### config.mk
export PLATFORM = sky130hd
export DESIGN_NAME = cmd_lock_regfile
export DESIGN_NICKNAME = d
export VERILOG_FILES = /design/src/rtl/cmdlk_pkg.sv /design/src/rtl/cmdlk_lock_fsm.sv /design/src/rtl/cmdlk_cfg_bank.sv /design/src/rtl/cmdlk_irq_unit.sv /design/src/rtl/cmd_lock_regfile.sv
export SDC_FILE = /design/constraint.sdc
export NUM_CORES = 1
export LEC_CHECK = 0
export ABC_AREA = 1
export BUFFER_PORTS_ARGS = -buffer_cell sky130_fd_sc_hd__buf_2
export CAP_MARGIN = 25
export CORE_MARGIN = 4
export CORE_UTILIZATION = 45
export DETAILED_ROUTE_END_ITERATION = 12
export GPL_ROUTABILITY_DRIVEN = 0
export GPL_TIMING_DRIVEN = 0
export PLACE_DENSITY = 0.69
export SKIP_LAST_GASP = 1
export SLEW_MARGIN = 5
export SYNTH_ARGS = -nofsm -noshare
export SYNTH_HDL_FRONTEND = slang
export SYNTH_SLANG_ARGS = --single-unit
### constraint.sdc
create_clock -name clk -period 2.25 [get_ports clk]
set_input_delay 0.45 -clock clk [delete_from_list [all_inputs] [get_ports clk]]
set_output_delay 0.45 -clock clk [all_outputs]
set_load 0.02 [all_outputs]
### src/rtl/cmdlk_pkg.sv
package cmdlk_pkg;

    typedef enum logic [0:0] {
        LK_OPEN = 1'b0,
        LK_HELD = 1'b1
    } lock_state_e;

    localparam int A_GCTRL    = 0;
    localparam int A_IMASK    = 1;
    localparam int A_RAW      = 2;
    localparam int A_CFG_BASE = 4;
    localparam int NUM_CFG    = 9;

    // index within the configuration bank
    localparam int CFG_CLKDIV = 0;
    localparam int CFG_CLKSRC = 1;
    localparam int CFG_CLKEN  = 2;
    localparam int CFG_TMOUT  = 3;
    localparam int CFG_CWIDTH = 4;
    localparam int CFG_BLKSZ  = 5;
    localparam int CFG_BYTCNT = 6;
    localparam int CFG_ARG    = 7;
    localparam int CFG_CMD    = 8;

endpackage

### src/rtl/cmdlk_lock_fsm.sv
module cmdlk_lock_fsm
    import cmdlk_pkg::*;
(
    input  logic clk,
    input  logic rst_n,
    input  logic start_req_i,
    input  logic accept_i,
    output logic held_o
);

    lock_state_e state_q, state_d;

    always_comb begin
        state_d = state_q;
        unique case (state_q)
            LK_OPEN: if (start_req_i) state_d = LK_HELD;  // START
            LK_HELD: if (accept_i)    state_d = LK_OPEN;  // ACCEPT
            default: state_d = LK_OPEN;
        endcase
    end

    always_ff @(posedge clk or negedge rst_n) begin
        if (!rst_n) state_q <= LK_OPEN;
        else        state_q <= state_d;
    end

    always_comb begin
        held_o = (state_q == LK_HELD);
    end

endmodule

### src/rtl/cmdlk_cfg_bank.sv
module cmdlk_cfg_bank
    import cmdlk_pkg::*;
#(
    parameter int DATA_W = 32,
    parameter int ADDR_W = 5
) (
    input  logic              clk,
    input  logic              rst_n,
    input  logic              wr_i,
    input  logic [ADDR_W-1:0] addr_i,
    input  logic [DATA_W-1:0] wdata_i,
    input  logic              held_i,
    output logic [DATA_W-1:0] cfg_o [NUM_CFG],
    output logic [DATA_W-1:0] rdata_o,
    output logic              hit_o,
    output logic              start_req_o,
    output logic              lock_err_o
);

    localparam logic [ADDR_W-1:0] BASE  = ADDR_W'(A_CFG_BASE);
    localparam logic [ADDR_W-1:0] LAST  = ADDR_W'(A_CFG_BASE + NUM_CFG - 1);
    localparam int                START = DATA_W - 1;

    logic [ADDR_W-1:0] idx;
    logic              wr_ok;

    function automatic logic [DATA_W-1:0] rst_val(input int k);
        unique case (k)
            CFG_TMOUT:             return '1;
            CFG_BLKSZ, CFG_BYTCNT: return DATA_W'(512);
            default:               return '0;
        endcase
    endfunction

    always_comb begin
        hit_o       = (addr_i >= BASE) && (addr_i <= LAST);
        idx         = addr_i - BASE;
        wr_ok       = wr_i && hit_o && !held_i;
        lock_err_o  = wr_i && hit_o && held_i;
        start_req_o = wr_ok && (idx == ADDR_W'(CFG_CMD)) && wdata_i[START];
    end

    for (genvar k = 0; k < NUM_CFG; k++) begin : g_cfg
        localparam logic [DATA_W-1:0] KEEP =
            (k == CFG_CMD) ? {1'b0, {(DATA_W-1){1'b1}}} : {DATA_W{1'b1}};
        logic [DATA_W-1:0] q;
        always_ff @(posedge clk or negedge rst_n) begin
            if (!rst_n)
                q <= rst_val(k);
            else if (wr_ok && (idx == ADDR_W'(k)))
                q <= wdata_i & KEEP;
        end
        assign cfg_o[k] = q;
    end

    always_comb begin
        rdata_o = '0;
        for (int k = 0; k < NUM_CFG; k++) begin
            if (hit_o && (idx == ADDR_W'(k))) rdata_o = cfg_o[k];
        end
        if (hit_o && (idx == ADDR_W'(CFG_CMD))) rdata_o[START] = held_i;
    end

endmodule

### src/rtl/cmdlk_irq_unit.sv
module cmdlk_irq_unit
    import cmdlk_pkg::*;
#(
    parameter int DATA_W       = 32,
    parameter int ADDR_W       = 5,
    parameter int INT_W        = 16,
    parameter int LOCK_ERR_BIT = 12
) (
    input  logic              clk,
    input  logic              rst_n,
    input  logic              wr_i,
    input  logic [ADDR_W-1:0] addr_i,
    input  logic [DATA_W-1:0] wdata_i,
    input  logic              lock_err_i,
    output logic [INT_W-1:0]  raw_o,
    output logic [INT_W-1:0]  mask_o,
    output logic              gen_o,
    output logic              irq_o
);

    logic [INT_W-1:0] raw_q, raw_d, mask_q, clr, set;
    logic             gen_q;

    always_comb begin
        clr   = (wr_i && addr_i == ADDR_W'(A_RAW)) ? wdata_i[INT_W-1:0] : '0;
        set   = lock_err_i ? (INT_W'(1) << LOCK_ERR_BIT) : '0;
        raw_d = (raw_q & ~clr) | set;
    end

    always_ff @(posedge clk or negedge rst_n) begin
        if (!rst_n) begin
            raw_q  <= '0;
            mask_q <= '0;
            gen_q  <= 1'b0;
        end else begin
            raw_q <= raw_d;
            if (wr_i && addr_i == ADDR_W'(A_IMASK)) mask_q <= wdata_i[INT_W-1:0];
            if (wr_i && addr_i == ADDR_W'(A_GCTRL)) gen_q  <= wdata_i[0];
        end
    end

    always_comb begin
        raw_o  = raw_q;
        mask_o = mask_q;
        gen_o  = gen_q;
        irq_o  = gen_q && (|(raw_q & mask_q));
    end

endmodule

### src/rtl/cmd_lock_regfile.sv
module cmd_lock_regfile
    import cmdlk_pkg::*;
#(
    parameter int DATA_W       = 32,
    parameter int ADDR_W       = 5,
    parameter int INT_W        = 16,
    parameter int LOCK_ERR_BIT = 12
) (
    input  logic              clk,
    input  logic              rst_n,
    input  logic              host_wr_i,
    input  logic              host_rd_i,
    input  logic [ADDR_W-1:0] host_addr_i,
    input  logic [DATA_W-1:0] host_wdata_i,
    output logic [DATA_W-1:0] host_rdata_o,
    input  logic              card_accept_i,
    output logic              cmd_pending_o,
    output logic [DATA_W-1:0] cfg_clkdiv_o,
    output logic [DATA_W-1:0] cfg_clksrc_o,
    output logic [DATA_W-1:0] cfg_clken_o,
    output logic [DATA_W-1:0] cfg_timeout_o,
    output logic [DATA_W-1:0] cfg_cwidth_o,
    output logic [DATA_W-1:0] cfg_blksize_o,
    output logic [DATA_W-1:0] cfg_bytecnt_o,
    output logic [DATA_W-1:0] cfg_arg_o,
    output logic [DATA_W-1:0] cfg_cmd_o,
    output logic              irq_o
);

    logic              held, start_req, lock_err, cfg_hit;
    logic [DATA_W-1:0] cfg [NUM_CFG];
    logic [DATA_W-1:0] cfg_rdata, rd_word, rdata_q;
    logic [INT_W-1:0]  irq_raw, irq_mask;
    logic              irq_gen;

    cmdlk_lock_fsm u_fsm (
        .clk         (clk),
        .rst_n       (rst_n),
        .start_req_i (start_req),
        .accept_i    (card_accept_i),
        .held_o      (held)
    );

    cmdlk_cfg_bank #(.DATA_W(DATA_W), .ADDR_W(ADDR_W)) u_bank (
        .clk         (clk),
        .rst_n       (rst_n),
        .wr_i        (host_wr_i),
        .addr_i      (host_addr_i),
        .wdata_i     (host_wdata_i),
        .held_i      (held),
        .cfg_o       (cfg),
        .rdata_o     (cfg_rdata),
        .hit_o       (cfg_hit),
        .start_req_o (start_req),
        .lock_err_o  (lock_err)
    );

    cmdlk_irq_unit #(
        .DATA_W(DATA_W), .ADDR_W(ADDR_W), .INT_W(INT_W), .LOCK_ERR_BIT(LOCK_ERR_BIT)
    ) u_irq (
        .clk        (clk),
        .rst_n      (rst_n),
        .wr_i       (host_wr_i),
        .addr_i     (host_addr_i),
        .wdata_i    (host_wdata_i),
        .lock_err_i (lock_err),
        .raw_o      (irq_raw),
        .mask_o     (irq_mask),
        .gen_o      (irq_gen),
        .irq_o      (irq_o)
    );

    always_comb begin
        rd_word = '0;
        if (cfg_hit)                                 rd_word = cfg_rdata;
        else if (host_addr_i == ADDR_W'(A_GCTRL))    rd_word = DATA_W'(irq_gen);
        else if (host_addr_i == ADDR_W'(A_IMASK))    rd_word = DATA_W'(irq_mask);
        else if (host_addr_i == ADDR_W'(A_RAW))      rd_word = DATA_W'(irq_raw);
    end

    always_ff @(posedge clk or negedge rst_n) begin
        if (!rst_n)         rdata_q <= '0;
        else if (host_rd_i) rdata_q <= rd_word;
    end

    always_comb begin
        host_rdata_o  = rdata_q;
        cmd_pending_o = held;
        cfg_clkdiv_o  = cfg[CFG_CLKDIV];
        cfg_clksrc_o  = cfg[CFG_CLKSRC];
        cfg_clken_o   = cfg[CFG_CLKEN];
        cfg_timeout_o = cfg[CFG_TMOUT];
        cfg_cwidth_o  = cfg[CFG_CWIDTH];
        cfg_blksize_o = cfg[CFG_BLKSZ];
        cfg_bytecnt_o = cfg[CFG_BYTCNT];
        cfg_arg_o     = cfg[CFG_ARG];
        cfg_cmd_o     = {held, cfg[CFG_CMD][DATA_W-2:0]};
    end

endmodule

; ---- Yosys cells after proc, flatten, opt, wreduce, memory -nomap -nowiden
; Cells that the tools add are included.
[totals]
in_bits = 42
register_bits = 353
out_inout_bits = 322
[op_classes]
reduce_logical = 31
order_cmp = 2
n_mux = 19
bitwise_logic = 5
add_sub_neg = 1
eq_ne = 10
[ops]
columns = operator, count
row1 = $mux W32, 10
row2 = $mux W16, 4
row3 = $and A16 B16 Y16, 2
row4 = $logic_and A1 B1 Y1, 27
row5 = $eq A5 B3 Y1 const B, 4
row6 = $not A16 Y16, 1
row7 = $or A16 B16 Y16, 1
row8 = $reduce_or A16 Y1, 1
row9 = $eq A5 B2 Y1 const B, 3
row10 = $mux W13, 1
row11 = $eq A5 B1 Y1 const B, 2
row12 = $logic_not A5 Y1, 2
row13 = $eq A5 B4 Y1 const B, 1
row14 = $ge A5 B3 Y1 const B, 1
row15 = $le A5 B4 Y1 const B, 1
row16 = $sub A5 B3 Y5 const B, 1
row17 = $mux W1, 3
row18 = $pmux W1 S2, 1
row19 = $logic_not A1 Y1, 1
row20 = $not A1 Y1, 1

; ---- Logic depth before layout (Yosys ltp)
; Gate-level depths: netlist of the first run.
[logic_depth]
depth_word = 14
depth_mapped = 12
ltp_nobuf = 11

; ---- By module
; A second synthesis of the first run with hierarchy kept.
[hier_totals]
hier_cells = 2271
hier_area_um2 = 17184.0
[modules_own_cells]
columns = mod, cells_per_inst, n_inst, area_per_inst_um2
row1 = cmdlk_cfg_bank, 1878, 1, 13968.4
row2 = cmd_lock_regfile, 238, 1, 1771.7
row3 = cmdlk_irq_unit, 149, 1, 1400.1
row4 = cmdlk_lock_fsm, 6, 1, 43.8

; ---- Worst setup path after synthesis of the first run
; Ideal clock, no wire load.
[synth_timing]
path_type = input port to flip-flop
start = input host_addr_i[2]
end = register u_irq.raw_q[13] (netlist: u_irq.raw_o[13])
stages = 7
setup_slack_ps = 504
t_required_ps = 2124
t_arrival_ps = 1620
path_cell_list = inv_2 -> nand2_1 -> nor2_1 -> nand2_1 -> nor2_1 -> buf_2 -> a21oi_1
[synth_between]
elab_chain_cells = 6
[synth_rtl]
columns = element, line
row1 = start: declaration, cmd_lock_regfile.sv:13  ; input logic [ADDR_W-1:0] host_addr_i,
row2 = $eq A5 B2 Y1, cmdlk_irq_unit.sv:25  ; clr = (wr_i && addr_i == ADDR_W'(A_RAW)) ? wdata_i[INT_W-1:0] : '0;
row3 = $logic_and A1 B1 Y1, cmdlk_irq_unit.sv:25
row4 = $mux W16, cmdlk_irq_unit.sv:25
row5 = $not A16 Y16, cmdlk_irq_unit.sv:27  ; raw_d = (raw_q & ~clr) | set;
row6 = $and A16 B16 Y16, cmdlk_irq_unit.sv:27
row7 = $or A16 B16 Y16, cmdlk_irq_unit.sv:27
row8 = named net u_irq.raw_d[13], cmdlk_irq_unit.sv:21  ; logic [INT_W-1:0] raw_q, raw_d, mask_q, clr, set;
row9 = end signal: assignment, cmdlk_irq_unit.sv:36  ; raw_q <= raw_d;
row10 = end: declaration, cmdlk_irq_unit.sv:21
; The timed path passes the listed nets, and every way through them passes these cells.
; A chain may end at the register's enable or synchronous reset.

; ---- Final worst setup path of the first run
[layout_timing]
start = register u_irq.mask_q[14] (netlist: u_irq.mask_o[14])
end = output irq_o
[layout_between]
elab_chain_cells = 3
[layout_rtl]
columns = element, line
row1 = start: declaration, cmdlk_irq_unit.sv:21
row2 = start signal: assignment, cmdlk_irq_unit.sv:37  ; if (wr_i && addr_i == ADDR_W'(A_IMASK)) mask_q <= wdata_i[INT_W-1:0];
row3 = $and A16 B16 Y16, cmdlk_irq_unit.sv:46  ; irq_o = gen_q && (|(raw_q & mask_q));
row4 = $reduce_or A16 Y1, cmdlk_irq_unit.sv:46
row5 = $logic_and A1 B1 Y1, cmdlk_irq_unit.sv:46
row6 = end: declaration, cmd_lock_regfile.sv:27  ; output logic irq_o
; No other way between the ends.

==> qor.csv, run 1 <==
stage;metric;value;unit
power_and_ir_drop;P per Cell Area;860;nW/um^2
power_and_ir_drop;clock share of power;38.5;%
worst_setup_path;Buf/Inv on CP;2;
sta;count of final setup violators;1;
grt;initial antenna violation count;4;
sta;Final Hold Viols;0;
worst_setup_path;WP data arrival;1.82;ns
floorplan;initial core utilization;45.5;%
power_and_ir_drop;Sequential Power Share;45.4;%
power_and_ir_drop;Pint;11.6;mW
sta;Least-Margin Pin Slew;0.712;ns
hold_path;Hold Crit Class;input pin to flop;
grt;first-pass GRT wire length;89600;microns
logic_synthesis;syn nets;1908;
logic_synthesis;Netlist cell types;31;
logic_synthesis;Mapped Area;15600;sq um
sta;final worst path period share;101;%
logic_synthesis;Avg Cell Area, Syn;8.38;sq um
grt;gr ovfl total;0;
logic_synthesis;top cells by area, synth;dfrtp_1, nand2_1, o21ai_0;
drt;Routed WL;59100;microns
logic_synthesis;area share of the largest cell type after synthesis;51.0;%
drt;via count;15189;
worst_setup_path;CP startpoint kind;flop;
logic_synthesis;most common library cells after synthesis;nand2_1, dfrtp_1, o21ai_0;
sta;final hold slack;0.0899;ns
clock_network;H-tree levels;2;
logic_synthesis;simple-gate share of the synthesized area;25.1;%
grt;vias in the first global route;14786;
power_and_ir_drop;switch share;30.3;%
power_and_ir_drop;Peak supply drop;713;uV
clock_network;postcts setup bufs;0;
outcome;failing checks;negative setup slack;
floorplan;die width;194;microns
logic_synthesis;async set or reset register ratio after synthesis;100;%
drt;post-route ant nets;0;
logic_synthesis;most common cell in the netlist;nand2_1;
logic_synthesis;Syn. warnings;0;
clock_network;CTS Buffer Depth;3;
drt;initial DRC count;1310;
logic_synthesis;EDFF count, synth;0;
worst_setup_path;kind of critical path;flop to output port;
floorplan;Die Y;194;microns
floorplan;row count;68;
sta;final slew viol count;0;
logic_synthesis;Post-Synth XOR/XNOR Area;0;%
grt;Global Route Usage Sum;30.4;%
sta;unrepaired setup endpoints after global routing;true;
logic_synthesis;sequential area share after synthesis;56.8;%
clock_network;Clock Latency Late Sink;0.55;ns
drt;Vias per Instance;5.50;
place;Placed Area;18100;sq um
grt;largest net degree at the start of global routing;106;
logic_synthesis;Mapped Cells;1866;
finish;layout cells sized above 1;23.8;%
clock_network;Num CTS Buffers;40;
worst_setup_path;critical path's slowest cell;dfrtp_1;
drt;routed len/inst;21.4;microns
worst_setup_path;FF-to-FF setup slack;0.52;ns
worst_setup_path;Max stage delay on crit path;0.39;ns
sta;setup slack after layout;-0.0182;ns
worst_setup_path;Worst Path Required;1.80;ns
floorplan;CORE AREA;34400;sq um
flow_run;Max-Cap Viols;0;
logic_synthesis;Compound-Gate Fraction of Synth Area;12.0;%
power_and_ir_drop;NetSw;5.08;mW
outcome;status;finished with violations;
finish;area delta synth->final;24.4;%
drt;Pre-Repair DR Iteration Count;5;
sta;Final TNS setup;-0.0182;ns
logic_synthesis;Top FF cell, synth;dfrtp_1;
clock_network;Clock transition at path regs;0.06;ns
clock_network;clock root cell;clkbuf_16;
power_and_ir_drop;Leak;10.1;nW
logic_synthesis;mux share of post-synthesis cell area;0;%
worst_setup_path;crit path cell chain;inv_2 -> o22ai_2 -> a21oi_2 -> nand3_1 -> nor4_2 -> nor2_1 -> buf_4;
clock_network;CTS tree;built;
clock_network;CTS Sinks;353;
sta;Max Clk Rate;441;MHz
logic_synthesis;largest family of logic cells by synthesized area;simple AND/OR/NAND/NOR gates;
sta;relative slew slack;52.6;%
power_and_ir_drop;Comb pwr share;16.1;%
floorplan;I/O pin total;364;
logic_synthesis;Adder-Cell Fraction of Synth Area;0;%
place;buffers added on ports;363;
sta;clock skew;0.0253;ns
logic_synthesis;Yosys reg bits;353;
worst_setup_path;crit-path leading delay family;simple AND/OR/NAND/NOR gates;
finish;fin nets;2317;
sta;Final min period;2.27;ns
power_and_ir_drop;power consumption;16.7;mW
place;detailed placer's ending HPWL;45000;microns
worst_setup_path;crit end category;output port;
floorplan;full die area;37800;sq um
worst_setup_path;critical path fanouts, max;2;
logic_synthesis;largest area contributor in the netlist;dfrtp_1;
finish;post-layout instance area;19500;sq um
drt;Post-route DRC;0;
[per-layer routing]
layer	vias up	track usage (%)	wire length, microns
li1	6941	-	-
met5	-	0	19
met4	2	12.1	2550
met1	7332	38.6	22700
met3	149	9.53	6170
met2	765	48.8	27700
[cells by family after synthesis]
family | after synthesis
AND/OR/NAND/NOR | 906
buffers and inverters | 239
flip-flops | 353
AO/OA/AOI/OAI | 368
[placed cells by master, fill, tap and decap left out, drive strengths merged]
| cell | n |
|---|---|
| a31oi | 1 |
| clkbuf | 132 |
| dlygate4sd3 | 1 |
| a311oi | 7 |
| o221ai | 1 |
| diode | 3 |
| inv | 130 |
| dfrtp | 319 |
| buf | 406 |
| or2 | 22 |
| nand2 | 603 |
| nand3 | 85 |
| o21ai | 308 |
| clkinv | 8 |
| nand3b | 32 |
| a21oi | 44 |
| o22ai | 6 |
| nor3 | 2 |
| nor4 | 1 |
| dfstp | 34 |
| nor2 | 93 |
| nand4 | 68 |
| bufinv | 1 |
| o211ai | 1 |
[final cells by class]
type,instances,area (sq um)
diodes,3,7.51
plain buffers,110,472
clock buffers,62,1200
clock inverters,10,86.3
fillers,3216,14900
inverters,129,484
multi-input cells,1274,5840
flip-flops and latches,353,8880
well taps,455,569
repair buffers,367,1920
[repair_timing]
| item | 4_1_cts | 5_1_grt |
|---|---|---|
| hold buffers | 1 | 0 |
| setup endpoints to repair | 1 | 14 |
| pin swaps | 0 | 4 |
| endpoints found under the hold margin | 71 | 0 |
| gates resized for setup | 1 | 17 |
[flip-flops by register name, summed over array words and instances, names as in the netlist]
register and count:
u_bank.g_cfg.q 287, host_rdata_o 32, u_irq.raw_o 16, u_fsm.held_o 1, u_irq.mask_o 16, u_irq.gen_o 1
[power by group through the flow]
| stage | logic [mW] | clock network [mW] | registers (mW) |
|---|---|---|---|
| 3_5_place_dp | 2.68 | 0 | 7.67 |
| 6_report | 2.69 | 6.44 | 7.59 |
| 5_1_grt | 2.95 | 6.79 | 7.66 |
| 3_3_place_gp | 2.62 | 0 | 7.65 |
| 2_1_floorplan | 0.815 | 0 | 8.23 |
| 4_1_cts | 2.69 | 6.51 | 7.57 |
[through the flow]
stage	cells	utilization, %	setup WS (ns)
6_report	2763	56.6	-0.0182
3_5_place_dp	2687	52.7	-0.573
4_1_cts	2760	56.5	0.0214
5_1_grt	2763	56.6	-0.0886
3_3_place_gp	2684	52.4	-6.12
2_1_floorplan	1866	-	0.504
[final timing paths]
path                             startpoint                     to  cells past startpoint
max reg2reg                    u_fsm.held_o  u_bank.g_cfg[1].q[16]                      4
max                        u_irq.mask_o[14]                  irq_o                      7
max in group asynchronous             rst_n       host_rdata_o[29]                      3
min                        host_wdata_i[11]        u_irq.raw_o[11]                      2
min reg2reg                host_rdata_o[22]       host_rdata_o[22]                      2
min in group asynchronous             rst_n   u_bank.g_cfg[2].q[7]                      2
No activity file was read; power rests on OpenSTA's default activity.
==> run 2: changes to the inputs <==
Settings changed: RECOVER_POWER set to 100.
==> run 2 against run 1 <==
Net effect: the run still ends with negative setup slack left; combinational power fell by 6%; hold slack barely moved; first-iteration DRC count fell by 1.9%; global-route usage did not move; core utilization fell by 1.3 points; wire length barely moved; via count barely moved; final area fell by 2.3%; clock skew rose by 0.00068 ns; worst setup slack improved by 0.0041 ns.
==> qor.csv, run 2 (synthesized netlist as in run 1, its figures left out) <==
stage;metric;value;unit;change
clock_network;CTS tree;built;;
grt;vias in the first global route;14786;;unchanged
flow_run;Max-Cap Viols;0;;unchanged
clock_network;Clock transition at path regs;0.06;ns;about the same
worst_setup_path;R2R cell count;4;;unchanged
drt;Post-route DRC;0;;unchanged
clock_network;H-tree levels;2;;unchanged
sta;count of final setup violators;1;;unchanged
place;buffers added on ports;363;;unchanged
hold_path;Worst Hold End;u_irq.raw_o[11];;
drt;Top Metal Used;met4;;
drt;Pre-Repair DR Iteration Count;6;;+1
power_and_ir_drop;P per Cell Area;872;nW/um^2;+1.4%
sta;Max Clk Rate;442;MHz;+0.18%
sta;final slew viol count;0;;unchanged
drt;Vias per Instance;5.50;;about the same
worst_setup_path;Worst Path Required;1.80;ns;about the same
grt;initial antenna violation count;3;;-1
clock_network;CTS Sinks;353;;unchanged
sta;Least-Margin Pin Slew;1.23;ns;+0.520 ns
grt;first-pass GRT wire length;89600;microns;unchanged
finish;fillers;3389;;+5.4%
finish;fin nets;2317;;unchanged
worst_setup_path;critical path's slowest cell;dfrtp_1;;
worst_setup_path;crit end category;output port;;
drt;M1 WL;22700;microns;+0.14%
finish;max reg flops;287;;unchanged
worst_setup_path;kind of critical path;flop to output port;;
finish;Largest Register;u_bank.g_cfg.q;;
worst_setup_path;reg2reg start;u_fsm.held_o;;
worst_setup_path;reg2reg end;u_bank.g_cfg[7].q[0];;
clock_network;CTS Buffer Depth;3;;unchanged
clock_network;Num CTS Buffers;40;;unchanged
drt;initial DRC count;1285;;-1.9%
worst_setup_path;FF-to-FF setup slack;0.49;ns;-0.03 ns
finish;most frequent cells in the layout;nand2_1, clkbuf_1, dfrtp_1;;
floorplan;full die area;37800;sq um;unchanged
clock_network;Clock Latency Late Sink;0.55;ns;about the same
sta;setup slack after layout;-0.0142;ns;+0.00407 ns
worst_setup_path;CP startpoint kind;flop;;
drt;via count;15203;;+0.092%
floorplan;I/O pin total;364;;unchanged
hold_path;hold path cells;2;;unchanged
finish;commonest non-fill, non-tap cell in the layout;nand2_1;;
worst_setup_path;crit path cell chain;inv_2 -> o22ai_2 -> a21oi_2 -> nand3_1 -> nor4_2 -> nor2_1 -> buf_4;;
hold_path;Hold Crit Class;input pin to flop;;
floorplan;initial core utilization;45.5;%;unchanged
floorplan;row count;68;;unchanged
worst_setup_path;Max stage delay on crit path;0.39;ns;about the same
sta;unrepaired setup endpoints after global routing;true;;
clock_network;clock root cell;clkbuf_16;;
outcome;failing checks;negative setup slack;;
power_and_ir_drop;power consumption;16.6;mW;-0.85%
finish;area delta synth->final;21.6;%;
finish;layout cells sized above 1;9.54;%;-14 points
floorplan;Die Y;194;microns;unchanged
drt;met3 WL;6260;microns;+1.4%
sta;Final Hold Viols;0;;unchanged
sta;clock skew;0.0259;ns;+0.000682 ns
grt;largest net degree at the start of global routing;106;;unchanged
power_and_ir_drop;Leak;8.79;nW;-13%
floorplan;CORE AREA;34400;sq um;unchanged
drt;routed len/inst;21.4;microns;about the same
drt;post-route ant nets;0;;unchanged
place;detailed placer's ending HPWL;45000;microns;unchanged
sta;relative slew slack;17.9;%;-35 points
worst_setup_path;critical path fanouts, max;2;;unchanged
drt;met2 WL;27700;microns;about the same
grt;Global Route Usage Sum;30.4;%;unchanged
place;Placed Area;18100;sq um;unchanged
drt;Routed WL;59100;microns;about the same
finish;post-layout instance area;19000;sq um;-2.3%
worst_setup_path;WP data arrival;1.81;ns;about the same
sta;Final min period;2.26;ns;-0.00407 ns
sta;final worst path period share;101;%;-0.18 points
power_and_ir_drop;Peak supply drop;708;uV;-0.66%
hold_path;HP Start;host_wdata_i[11];;
grt;gr ovfl total;0;;unchanged
floorplan;die width;194;microns;unchanged
outcome;status;finished with violations;;
run 2: changes by cell type in the layout (fill, tap and decap cells not counted), sizes merged:
| cell | delta |
|---|---|
| buf | -342 |
| clkbuf | +342 |
run 2: layer usage:
metal | vias to the layer above | global-route usage (%)
met4 | 0 | 12.1
met5 | - | 0
li1 | 6930 | -
met1 | 7355 | 38.6
met3 | 141 | 9.53
met2 | 777 | 48.8
run 2: how the worst max path moves through the flow:
stage / to / cells past startpoint / slack [ns] / from
detailed placement: u_irq.raw_o[2] / 8 / -0.57 / host_addr_i[2]
CTS: irq_o / 7 / 0.02 / u_irq.raw_o[14]
global placement: host_rdata_o[26] / 1 / -6.12 / rst_n
finish: irq_o / 7 / -0.01 / u_irq.mask_o[14]
floorplan: u_irq.raw_o[13] / 7 / 0.50 / host_addr_i[2]
global route: irq_o / 7 / -0.09 / u_irq.mask_o[14]
run 2: worst max-delay path, delay by kind of cell, from the launching register on:
kind / cells / cell delay [ns]
buffers and inverters: 2 / 0.23
and+or+nand+nor: 3 / 0.44
AOI/OAI and AO/OA: 2 / 0.20
DFF: 1 / 0.39
run 2: timing repair:
action | CTS | global route
hold buffers | 1 | 0
pin swaps | 0 | 4
gates resized for setup | 1 | 17
endpoints found under the hold margin | 71 | 0
setup endpoints to repair | 1 | 14
buffers inserted | 0 | 0
run 2: layout make-up:
class | count | area, sq um | share of cell area (%)
clock inverter | 10 | 86.3 | 0.454
timing repair buffer | 367 | 1490 | 7.84
clock buffer | 62 | 1200 | 6.34
tap | 455 | 569 | 2.99
inverter | 129 | 484 | 2.55
antenna | 3 | 7.51 | 0.0395
multi-input combinational | 1274 | 5830 | 30.6
sequential | 353 | 8880 | 46.7
buffer | 110 | 472 | 2.48
run 2: report_power, final:
group	total [mW]	internal [mW]	switching (mW)
Combinational	2.53	0.643	1.89
Clock	6.45	3.80	2.64
Sequential	7.61	7.04	0.562
run 2: through the flow:
step	utilization [%]	hold slack (ns)	instances	worst slack (ns)	TNS (ns)
2_1_floorplan	-	0.154	1866	0.504	0
3_3_place_gp	52.4	0.464	2684	-6.12	-2124.51
3_5_place_dp	52.7	0.466	2687	-0.573	-66.93
4_1_cts	56.5	0.0685	2760	0.0214	0
5_1_grt	55.3	0.0803	2763	-0.0886	-0.444
6_report	55.3	0.0903	2763	-0.0142	-0.0142
